$ cat config.mk
export PLATFORM = sky130hd
export DESIGN_NAME = rbr_dma
export DESIGN_NICKNAME = d
export VERILOG_FILES = /design/src/rtl/rbr_pkg.sv /design/src/rtl/rbr_ring_ctl.sv /design/src/rtl/rbr_tmo.sv /design/src/rtl/rbr_fill.sv /design/src/rtl/rbr_dma.sv
export SDC_FILE = /design/constraint.sdc
export NUM_CORES = 1
export LEC_CHECK = 0
export CAP_MARGIN = 30
export CORE_ASPECT_RATIO = 0.7
export CORE_MARGIN = 2
export CORE_UTILIZATION = 30
export DETAILED_ROUTE_END_ITERATION = 6
export HOLD_SLACK_MARGIN = 0.08
export SETUP_SLACK_MARGIN = 0.1
export SYNTH_ARGS = -nofsm -noshare
export SYNTH_HDL_FRONTEND = slang
export SYNTH_SLANG_ARGS = --single-unit
$ cat constraint.sdc
create_clock -name clk -period 4.25 [get_ports clk]
set_input_delay 1.0625 -clock clk [delete_from_list [all_inputs] [get_ports clk]]
set_output_delay 1.0625 -clock clk [all_outputs]
set_load 0.02 [all_outputs]
$ cat src/rtl/rbr_pkg.sv
package rbr_pkg;

  typedef enum logic [1:0] {
    MODE_OFF = 2'b00,
    MODE_EOF = 2'b01,
    MODE_RUN = 2'b10,
    MODE_RSV = 2'b11
  } rbr_mode_e;

  typedef enum logic [1:0] {
    ST_IDLE = 2'd0,
    ST_FILL = 2'd1,
    ST_DROP = 2'd2
  } rbr_state_e;

  typedef struct packed {
    rbr_mode_e  mode;
    logic [3:0] ring_log;
    logic [1:0] buf_sel;
    logic [1:0] irq_dst;
    logic [7:0] tmo;
  } rbr_cfg_t;

  localparam int CFG_MODE_LSB = 30;
  localparam int CFG_LOG_LSB  = 20;
  localparam int CFG_BUF_LSB  = 16;
  localparam int CFG_IRQ_LSB  = 12;
  localparam int CFG_TMO_LSB  = 4;

  function automatic rbr_cfg_t rbr_decode(input logic [31:0] w);
    rbr_cfg_t c;
    c.mode     = rbr_mode_e'(w[CFG_MODE_LSB +: 2]);
    c.ring_log = w[CFG_LOG_LSB +: 4];
    c.buf_sel  = w[CFG_BUF_LSB +: 2];
    c.irq_dst  = w[CFG_IRQ_LSB +: 2];
    c.tmo      = w[CFG_TMO_LSB +: 8];
    return c;
  endfunction

endpackage

$ cat src/rtl/rbr_ring_ctl.sv
module rbr_ring_ctl #(
  parameter int IDX_W   = 12,
  parameter int LOG_MIN = 5,
  parameter int LOG_MAX = 12,
  parameter int STEP    = 8
) (
  input  logic             clk,
  input  logic             rst,
  input  logic [3:0]       ring_log,
  input  logic [IDX_W-1:0] wr_index,
  input  logic             adv,
  output logic [IDX_W-1:0] rd_q,
  output logic [IDX_W-1:0] rd_cur,
  output logic             full
);
  localparam logic [IDX_W-1:0] STEP_MASK = IDX_W'(STEP - 1);

  logic [3:0]       lg;
  logic [IDX_W-1:0] mask;
  logic [IDX_W-1:0] wr_eff;

  always_comb begin
    lg = ring_log;
    if (lg < 4'(LOG_MIN)) lg = 4'(LOG_MIN);
    if (lg > 4'(LOG_MAX)) lg = 4'(LOG_MAX);
    mask   = (IDX_W'(1) << lg) - IDX_W'(1);
    wr_eff = wr_index & mask & ~STEP_MASK;
    rd_cur = rd_q & mask;
    full   = ((wr_eff - rd_cur) & mask) == '0;
  end

  always_ff @(posedge clk) begin
    if (rst)      rd_q <= '0;
    else if (adv) rd_q <= (rd_cur + IDX_W'(1)) & mask;
  end
endmodule

$ cat src/rtl/rbr_tmo.sv
module rbr_tmo #(
  parameter int TMO_W = 8
) (
  input  logic             clk,
  input  logic             rst,
  input  logic             run,
  input  logic             kick,
  input  logic             tick,
  input  logic [TMO_W-1:0] limit,
  output logic             expire
);
  logic [TMO_W-1:0] cnt;
  logic [TMO_W:0]   nxt;

  always_comb begin
    nxt    = {1'b0, cnt} + (TMO_W+1)'(1);
    expire = run && !kick && tick && (limit != '0) && (nxt >= {1'b0, limit});
  end

  always_ff @(posedge clk) begin
    if (rst || !run || kick)   cnt <= '0;
    else if (tick && !expire)  cnt <= nxt[TMO_W-1:0];
  end
endmodule

$ cat src/rtl/rbr_fill.sv
module rbr_fill
  import rbr_pkg::*;
#(
  parameter int OFF_W = 15
) (
  input  logic             clk,
  input  logic             rst,
  input  rbr_mode_e        mode,
  input  logic [OFF_W-1:0] buf_bytes,
  input  logic             frm_valid,
  input  logic             frm_last,
  input  logic             full,
  input  logic             expire,
  output rbr_state_e       st_q,
  output rbr_state_e       st_d,
  output logic             do_open,
  output logic             do_write,
  output logic             do_close,
  output logic             do_ovf,
  output logic [OFF_W-1:0] wr_off
);
  localparam logic [OFF_W-1:0] WORD = OFF_W'(4);

  logic [OFF_W-1:0] off_q;
  logic [OFF_W-1:0] off_d;
  logic             halt;

  always_comb begin
    halt     = (mode == MODE_OFF) || (mode == MODE_RSV);
    st_d     = st_q;
    off_d    = off_q;
    do_open  = 1'b0;
    do_write = 1'b0;
    do_close = 1'b0;
    do_ovf   = 1'b0;
    wr_off   = off_q;
    case (st_q)
      ST_IDLE: begin
        if (frm_valid) begin
          if (mode == MODE_RUN && !full) begin
            do_open  = 1'b1;
            do_write = 1'b1;
            wr_off   = '0;
            off_d    = WORD;
            if (frm_last) do_close = 1'b1;
            else          st_d     = ST_FILL;
          end else begin
            do_ovf = (mode == MODE_RUN);
            if (!frm_last) st_d = ST_DROP;
          end
        end
      end
      ST_FILL: begin
        if (halt) begin
          st_d = (frm_valid && frm_last) ? ST_IDLE : ST_DROP;
        end else if (frm_valid) begin
          if (off_q < buf_bytes) begin
            do_write = 1'b1;
            off_d    = off_q + WORD;
          end
          if (frm_last) begin
            do_close = 1'b1;
            st_d     = ST_IDLE;
          end
        end else if (expire) begin
          do_close = 1'b1;
          st_d     = ST_DROP;
        end
      end
      default: begin
        if (frm_valid && frm_last) st_d = ST_IDLE;
      end
    endcase
  end

  always_ff @(posedge clk) begin
    if (rst) begin
      st_q  <= ST_IDLE;
      off_q <= '0;
    end else begin
      st_q  <= st_d;
      off_q <= off_d;
    end
  end
endmodule

$ cat src/rtl/rbr_dma.sv
module rbr_dma
  import rbr_pkg::*;
#(
  parameter int IDX_W        = 12,
  parameter int LOG_MIN      = 5,
  parameter int LOG_MAX      = 12,
  parameter int STEP         = 8,
  parameter int BASE_W       = 28,
  parameter int SBASE_W      = 32,
  parameter int TMO_W        = 8,
  parameter int BUF_UNIT_LOG = 12,
  parameter int OFF_W        = 15,
  localparam int DADDR_W     = BASE_W + 8,
  localparam int SADDR_W     = SBASE_W + 4
) (
  input  logic               clk,
  input  logic               rst,
  input  logic [31:0]        cfg_word,
  input  logic [BASE_W-1:0]  ring_base,
  input  logic [SBASE_W-1:0] stat_base,
  input  logic [IDX_W-1:0]   wr_index,
  input  logic               tick_32us,
  input  logic               frm_valid,
  input  logic               frm_last,
  output logic               buf_open,
  output logic [DADDR_W-1:0] buf_desc_addr,
  output logic               pay_wr,
  output logic [OFF_W-2:0]   pay_off,
  output logic               stat_wr,
  output logic [SADDR_W-1:0] stat_addr,
  output logic [31:0]        stat_data,
  output logic               irq,
  output logic               chan_idle,
  output logic               overflow,
  output logic [IDX_W-1:0]   rd_index
);
  rbr_cfg_t         cfg;
  logic [OFF_W-1:0] buf_bytes;
  logic [IDX_W-1:0] rd_cur;
  logic             full, expire;
  logic             do_open, do_write, do_close, do_ovf;
  logic [OFF_W-1:0] wr_off;
  rbr_state_e       st_q, st_d;

  always_comb begin
    cfg       = rbr_decode(cfg_word);
    buf_bytes = OFF_W'({1'b0, cfg.buf_sel} + 3'd1) << BUF_UNIT_LOG;
  end

  rbr_ring_ctl #(
    .IDX_W(IDX_W), .LOG_MIN(LOG_MIN), .LOG_MAX(LOG_MAX), .STEP(STEP)
  ) u_ring (
    .clk(clk), .rst(rst), .ring_log(cfg.ring_log), .wr_index(wr_index),
    .adv(do_close), .rd_q(rd_index), .rd_cur(rd_cur), .full(full)
  );

  rbr_tmo #(.TMO_W(TMO_W)) u_tmo (
    .clk(clk), .rst(rst), .run(st_q == ST_FILL), .kick(frm_valid),
    .tick(tick_32us), .limit(TMO_W'(cfg.tmo)), .expire(expire)
  );

  rbr_fill #(.OFF_W(OFF_W)) u_fill (
    .clk(clk), .rst(rst), .mode(cfg.mode), .buf_bytes(buf_bytes),
    .frm_valid(frm_valid), .frm_last(frm_last), .full(full), .expire(expire),
    .st_q(st_q), .st_d(st_d), .do_open(do_open), .do_write(do_write),
    .do_close(do_close), .do_ovf(do_ovf), .wr_off(wr_off)
  );

  always_ff @(posedge clk) begin
    if (rst) begin
      buf_open      <= 1'b0;
      buf_desc_addr <= '0;
      pay_wr        <= 1'b0;
      pay_off       <= '0;
      stat_wr       <= 1'b0;
      stat_addr     <= '0;
      stat_data     <= '0;
      irq           <= 1'b0;
      chan_idle     <= 1'b1;
      overflow      <= 1'b0;
    end else begin
      buf_open      <= do_open;
      buf_desc_addr <= {ring_base, 8'h00} + DADDR_W'({rd_cur, 2'b00});
      pay_wr        <= do_write;
      pay_off       <= wr_off[OFF_W-2:0];
      stat_wr       <= do_close;
      stat_addr     <= {stat_base, 4'h0};
      stat_data     <= 32'(rd_cur);
      irq           <= do_close && (cfg.irq_dst == 2'b01);
      chan_idle     <= (st_d != ST_FILL) && (cfg.mode != MODE_RUN);
      overflow      <= overflow | do_ovf;
    end
  end
endmodule

== Word level (Yosys, flattened, before mapping) ==
Cells that the tools add are included.

* Logic and storage cells: 106
* Latch bits: 0
* Output and inout port bits: 136
* Register bits: 161
* Memories: 0
* Bits of input ports: 109
* Memory bits (writable): 0
* Bits in read-only memories: 0

* Div/mod/pow operators: 0
* Equality and inequality tests: 11
* Add/sub/neg operators: 7
* Reductions and logical operators: 23
* Shift-type cells: 1
* Order comparisons: 4
* Multiply operators: 0
* Multiplexer cells: 38
* Bitwise logic cells: 6

{| class="wikitable"
|+ Operators with widths
! kind !! count
|-
| $mux W15 || 5
|-
| $and A12 B12 Y12 || 4
|-
| $mux W14 || 3
|-
| $add A36 B14 Y36 || 1
|-
| $pmux W15 S2 || 1
|-
| $mux W2 || 10
|-
| $add A15 B3 Y15 const B || 1
|-
| $lt A15 B15 Y1 || 1
|-
| $mux W1 || 14
|-
| $add A12 B1 Y12 const B || 1
|-
| $logic_not A12 Y1 || 1
|-
| $shl A1 B4 Y12 const A || 1
|-
| $sub A12 B12 Y12 || 1
|-
| $sub A12 B2 Y12 const B || 1
|-
| $add A8 B1 Y9 const B || 1
|-
| $ge A9 B8 Y1 || 1
|-
| $logic_and A1 B1 Y1 || 9
|-
| $mux W4 || 2
|-
| $ne A2 B2 Y1 const B || 4
|-
| $reduce_bool A8 Y1 || 1
|-
| $ne A2 B1 Y1 const B || 3
|-
| $reduce_and A6 Y1 || 1
|-
| $eq A2 B1 Y1 const B || 2
|-
| $eq A2 B2 Y1 const B || 2
|-
| 12 further kinds || 19
|}

== Depth between registers and ports, before layout ==
* Depth after elaboration: 17
* Gate-level depth with buffers: 19
* Depth with buffers taken out: 18

== By module ==
A second synthesis with hierarchy kept.

* Cells, all modules: 795
* Area, all modules: 6974.2 um^2

{| class="wikitable"
|+ Modules (own cells, without submodules)
! module !! instances !! seq. area each (um^2) !! area an instance (um^2) !! cells an instance
|-
| rbr_dma || 1 || 1841.8 || 3470.8 || 336
|-
| rbr_ring_ctl || 1 || 240.2 || 1332.5 || 184
|-
| rbr_fill || 1 || 300.3 || 1330.0 || 173
|-
| rbr_tmo || 1 || 160.2 || 840.8 || 102
|}

== Worst setup path after synthesis ==
Ideal clock, no wire load.

* Kind: input port to flip-flop
* Start: in cfg_word[22]
* End: reg u_ring.rd_q[1]
* Slack: -59 ps
* Required time: 4122 ps
* Cell stages on the path: 18
* Library setup time: 128 ps
* Arrival: 4181 ps
* Path buffers: 3
* Cell sequence: buf_2 -> a21oi_1 -> nor2b_1 -> o21ai_0 -> inv_1 -> and2_1 -> ha_1 -> a21oi_1 -> nor3b_1 -> a2111oi_0 -> nand4_1 -> a221oi_2 -> nand4_4 -> o21ai_2 -> buf_6 -> buf_6 -> mux2i_1 -> nor2_1

* Cells in the longest elaborated chain, start to end: 15
* Elaborated cells on any way between the ends: 18
* Classes of those cells: add/sub: 3; order compare: 2; shift: 1; mux: 5; bitwise: 4; reduce/logical: 3

{| class="wikitable"
|+ RTL lines
! what !! line !! text
|-
| start, declared || rbr_dma.sv:18 || <nowiki>input logic [31:0] cfg_word,</nowiki>
|-
| $lt A4 B3 Y1 || rbr_ring_ctl.sv:24 || <nowiki>if (lg < 4'(LOG_MIN)) lg = 4'(LOG_MIN);</nowiki>
|-
| $mux W4 (*) || rbr_ring_ctl.sv:24 ||
|-
| $gt A4 B4 Y1 || rbr_ring_ctl.sv:25 || <nowiki>if (lg > 4'(LOG_MAX)) lg = 4'(LOG_MAX);</nowiki>
|-
| $mux W4 (*) || rbr_ring_ctl.sv:25 ||
|-
| $shl A1 B4 Y12 (*) || rbr_ring_ctl.sv:26 || <nowiki>mask = (IDX_W'(1) << lg) - IDX_W'(1);</nowiki>
|-
| $sub A12 B2 Y12 (*) || rbr_ring_ctl.sv:26 ||
|-
| $and A12 B12 Y12 (on tied branches) || rbr_ring_ctl.sv:28, rbr_ring_ctl.sv:27 ||
|-
| $sub A12 B12 Y12 || rbr_ring_ctl.sv:29 || <nowiki>full = ((wr_eff - rd_cur) & mask) == '0;</nowiki>
|-
| $and A12 B12 Y12 || rbr_ring_ctl.sv:29 ||
|-
| $logic_not A12 Y1 || rbr_ring_ctl.sv:29 ||
|-
| $logic_not A1 Y1 || rbr_fill.sv:40 || <nowiki>if (mode == MODE_RUN && !full) begin</nowiki>
|-
| $logic_and A1 B1 Y1 || rbr_fill.sv:40 ||
|-
| $mux W1 || rbr_fill.sv:40 ||
|-
| $mux W1 || rbr_fill.sv:39 || <nowiki>if (frm_valid) begin</nowiki>
|-
| $pmux W1 S2 || rbr_fill.sv:37 || <nowiki>case (st_q)</nowiki>
|-
| end signal, assigned || rbr_ring_ctl.sv:34 || <nowiki>else if (adv) rd_q <= (rd_cur + IDX_W'(1)) & mask;</nowiki>
|-
| end, declared || rbr_ring_ctl.sv:12 || <nowiki>output logic [IDX_W-1:0] rd_q,</nowiki>
|}

Mark *: on every way between the ends. The rest lies on a longest branch, timed or not.
A chain may end at the register's enable or synchronous reset.

== Worst setup path after layout ==
* Start: in cfg_word[22]
* End: reg buf_desc_addr[30]

* Cells in the longest elaborated chain, start to end: 8

{| class="wikitable"
|+ RTL lines
! what !! line !! text
|-
| $lt A4 B3 Y1 || rbr_ring_ctl.sv:24 ||
|-
| $mux W4 (*) || rbr_ring_ctl.sv:24 ||
|-
| $gt A4 B4 Y1 || rbr_ring_ctl.sv:25 ||
|-
| $mux W4 (*) || rbr_ring_ctl.sv:25 ||
|-
| $shl A1 B4 Y12 (*) || rbr_ring_ctl.sv:26 ||
|-
| $sub A12 B2 Y12 (*) || rbr_ring_ctl.sv:26 ||
|-
| $and A12 B12 Y12 (*) || rbr_ring_ctl.sv:28 || <nowiki>rd_cur = rd_q & mask;</nowiki>
|-
| named net rd_cur[6] || rbr_dma.sv:39 || <nowiki>logic [IDX_W-1:0] rd_cur;</nowiki>
|-
| $add A36 B14 Y36 (*) || rbr_dma.sv:83 || <nowiki>buf_desc_addr <= {ring_base, 8'h00} + DADDR_W'({rd_cur, 2'b00});</nowiki>
|-
| end signal, assigned || rbr_dma.sv:83 ||
|-
| end, declared || rbr_dma.sv:26 || <nowiki>output logic [DADDR_W-1:0] buf_desc_addr,</nowiki>
|}

Mark *: on every way through the listed nets, which the timed path passes. The rest lies on a longest branch.

==> impl_metrics.yaml <==
floorplanning:
  dieArea_um2: 21700
  fp.dieH_um: 124
  initial_utilization_pct: 30.8
  fp.dieW_um: 175
  io_pins: 245
  num_rows: 43
  core-area_um2: 20000
timing:
  relSlewSlack_pct: 57.8
  fin_tns_setup_ns: 0
  rsz0062_at_grt: "false"
  clock_skew_ns: 0.0142
  fin_crit_ns: 3.89
  tightest_slew_ns: 0.633
  finalHoldViolCount: 0
  finalCritPeriodShare_pct: 91.6
  drv_slew: 0
  fin_hold_ws_ns: 0.482
  finalSetupViolations: 0
  timing.fmax_mhz: 257
logic_synthesis:
  yosys_warnings: 0
  yosysSeqAreaShare_pct: 41.0
  netlist.area_leader.share_pct: 41.0
  ys_async_sr_fraction_pct: 0
  synthesis.area_um2: 6150
  synth_edf_count: 0
  synth_cells: 705
  synth.area.top_cells: "dfxtp_1 41%, ha_1 6.3%, buf_4 4.3%"
  avgSynthCellArea_um2: 8.73
  yosysUniqueCellTypes: 65
  synth_seq_cells: 126
  synth_largest_area_cell: "dfxtp_1"
  ys.flop_type: "dfxtp_1"
pwr:
  internal-power_w: 0.00235
  seqPwrFrac_pct: 38.3
  powerDensity_nw_per_um2: 339
  p_sw_w: 0.000858
  netSwitchingFraction_pct: 26.8
  vdd_drop_max_mv: 0.240
  clkPwrFrac_pct: 47.5
  p_leak_nw: 3.87
  combPwrFrac_pct: 14.2
  power_w: 0.00321
clock_network:
  clock-sinks: 126
  root_buffer: "clkbuf_16"
  cts_tree: "built"
  cts.htree.levels: 4
  path_clk_slew_ns: 0.06
  cts_inserted_buffers: 17
  cts-hold-fix-buffers: 0
  clock_latency_ns: 0.43
  clk_path_buf_depth: 2
worst_setup_path:
  arrival_ns: 4.24
  cp_num_buf_inv: 4
  crit_path_max_incr_delay_ns: 0.39
  startpoint_type: "input port"
  cp-end-kind: "register"
  worstSetupPathType: "in2reg"
  cp_cell_sequence: "dlygate4sd2_1, buf_4, nand2_2, o21ai_4, nand2_2, inv_1, ha_2, inv_1, fa_1, nor2b_1, o21ai_1, a21oi_1, o21ai_1, a21o_1, or3_4, or3_1, a21oi_1"
  crit_family: "simple AND/OR/NAND/NOR gates"
  required_ns: 4.60
  slowest_stage: "or3_4"
  cp_max_fo: 9
cells_and_area:
  diodes: 0
  layout.cells.non_filler: 1238
  finalInstanceArea_um2: 9470
  layout.nets: 1096
  final_cell_mix: "196 x clkdlybuf4s50_1, 126 x dfxtp_1, 67 x nor2_1, 55 x buf_4, 45 x nand2_1"
  drive_gt1_share_pct: 13.5
  final_common_cell: "clkdlybuf4s50_1"
  areaGrowthSynthToFinish_pct: 53.8
detailed_routing:
  wl_mm: 17.5
  met3_length_mm: 1.24
  top_layer: "met4"
  route.vias.total: 5662
  met2_length_mm: 7.34
  drtAntennaViolNets: 0
  wl_per_cell_um: 14.1
  vias_per_cell: 4.57
  drt_iter0_markers: 338
  drc: 0
  dr.pass1.iters: 5
  wl_met1_mm: 8.62
global_route:
  grt_pass1_wl_mm: 26.7
  antenna_found_initial: 0
  overflow: 0
  grtUsageTotal_pct: 15.9
  grt_max_degree: 61
  grt_pass1_vias: 5075
min_path:
  hp-class: "reg2reg"
placed_design:
  place_inst: 1202
  port_buffers: 201
  dpl_cell_area_um2: 8680
  gp_congestion: 0.876
  post-dp-hpwl_mm: 13.3
run_status:
  status: "finished, final reports clean"
run:
  cap_violations: 0
area by class of cell:
| cell class | count | area [um^2] |
|---|---|---|
| Clock inverter | 14 | 174 |
| Fill cell | 1918 | 10500 |
| Timing Repair Buffer | 262 | 2510 |
| Sequential cell | 126 | 2520 |
| Multi-Input combinational cell | 515 | 3360 |
| Clock buffer | 18 | 439 |
| Tap cell | 270 | 338 |
| Inverter | 33 | 124 |
power groups by stage:
stage / Combinational [W] / Sequential (W) / Clock, W
after detailed placement: 0.000438 / 0.00125 / 0
after floorplan: 0.000188 / 0.00130 / 0
after global placement: 0.000437 / 0.00125 / 0
after global routing: 0.000492 / 0.00123 / 0.00161
after CTS: 0.000442 / 0.00123 / 0.00157
final: 0.000455 / 0.00123 / 0.00152
metal layers:
layer | track usage [%] | up-vias
met5 | 0 | -
met4 | 5.31 | 0
met3 | 4.03 | 19
met2 | 23.8 | 216
met1 | 22.4 | 2580
li1 | - | 2847
kinds of logic after synthesis:
kind of cell	share of synthesized area, %
flip-flops	41.0
buffers and inverters	7.99
adder cells (fa/ha/maj)	6.63
AO/OA/AOI/OAI	11.5
multiplexers	0.671
other	0.122
XOR/XNOR	6.55
AND/OR/NAND/NOR	25.6
per-stage QoR:
step                worst slack, ns  utilization, %
global placement             -0.404            43.5
finish                        0.359            47.4
floorplan                     0.120               -
CTS                           0.101            46.7
detailed placement           -0.476            43.5
global route                  0.144            47.4
flip-flops by register name, summed over array words and instances (netlist names), 2 cells and up:
name,cells
stat_addr,32
buf_desc_addr,28
pay_off,13
u_fill.off_q,13
stat_data,12
u_ring.rd_q,12
u_tmo.cnt,8
u_fill.st_q,2
timing repair:
item	in CTS	in global routing
setup endpoints to repair	44	51
gates resized for setup	7	28
setup buffers	0	2
cloned	1	1
pin swaps	8	13
tightest hold or removal path, delay by kind of cell, from the launching register on:
kind             cells  cell delay (ns)
AO/OA/AOI/OAI        1             0.04
flip-flops           1             0.34
AND/OR/NAND/NOR      1             0.07
final timing paths:
kind                start                 to  slack, ns  cells past startpoint
min              overflow           overflow       0.48                      2
max reg2reg  u_tmo.cnt[2]     u_ring.rd_q[7]       0.86                     13
max          cfg_word[22]  buf_desc_addr[30]       0.36                     17
min reg2reg      overflow           overflow       0.48                      2
Yosys cell counts, types with 3 or more instances:
library cell  instances
dfxtp_1             126
nor2_1               68
nand2_1              48
a21oi_1              44
nor2b_1              41
buf_4                35
ha_1                 31
inv_1                31
xor2_1               28
and3_1               25
o21ai_0              25
nand3_1              21
xnor2_1              18
clkbuf_1             16
or3_1                16
and2_1               13
nor3_1               12
nand4_1              11
nand2b_1              9
a21o_1                7
a31oi_1               6
o21ai_1               6
or4_1                 6
buf_2                 3
mux2i_1               3
nor4b_1               3
Note: power is estimated with default switching activity, not from simulation.
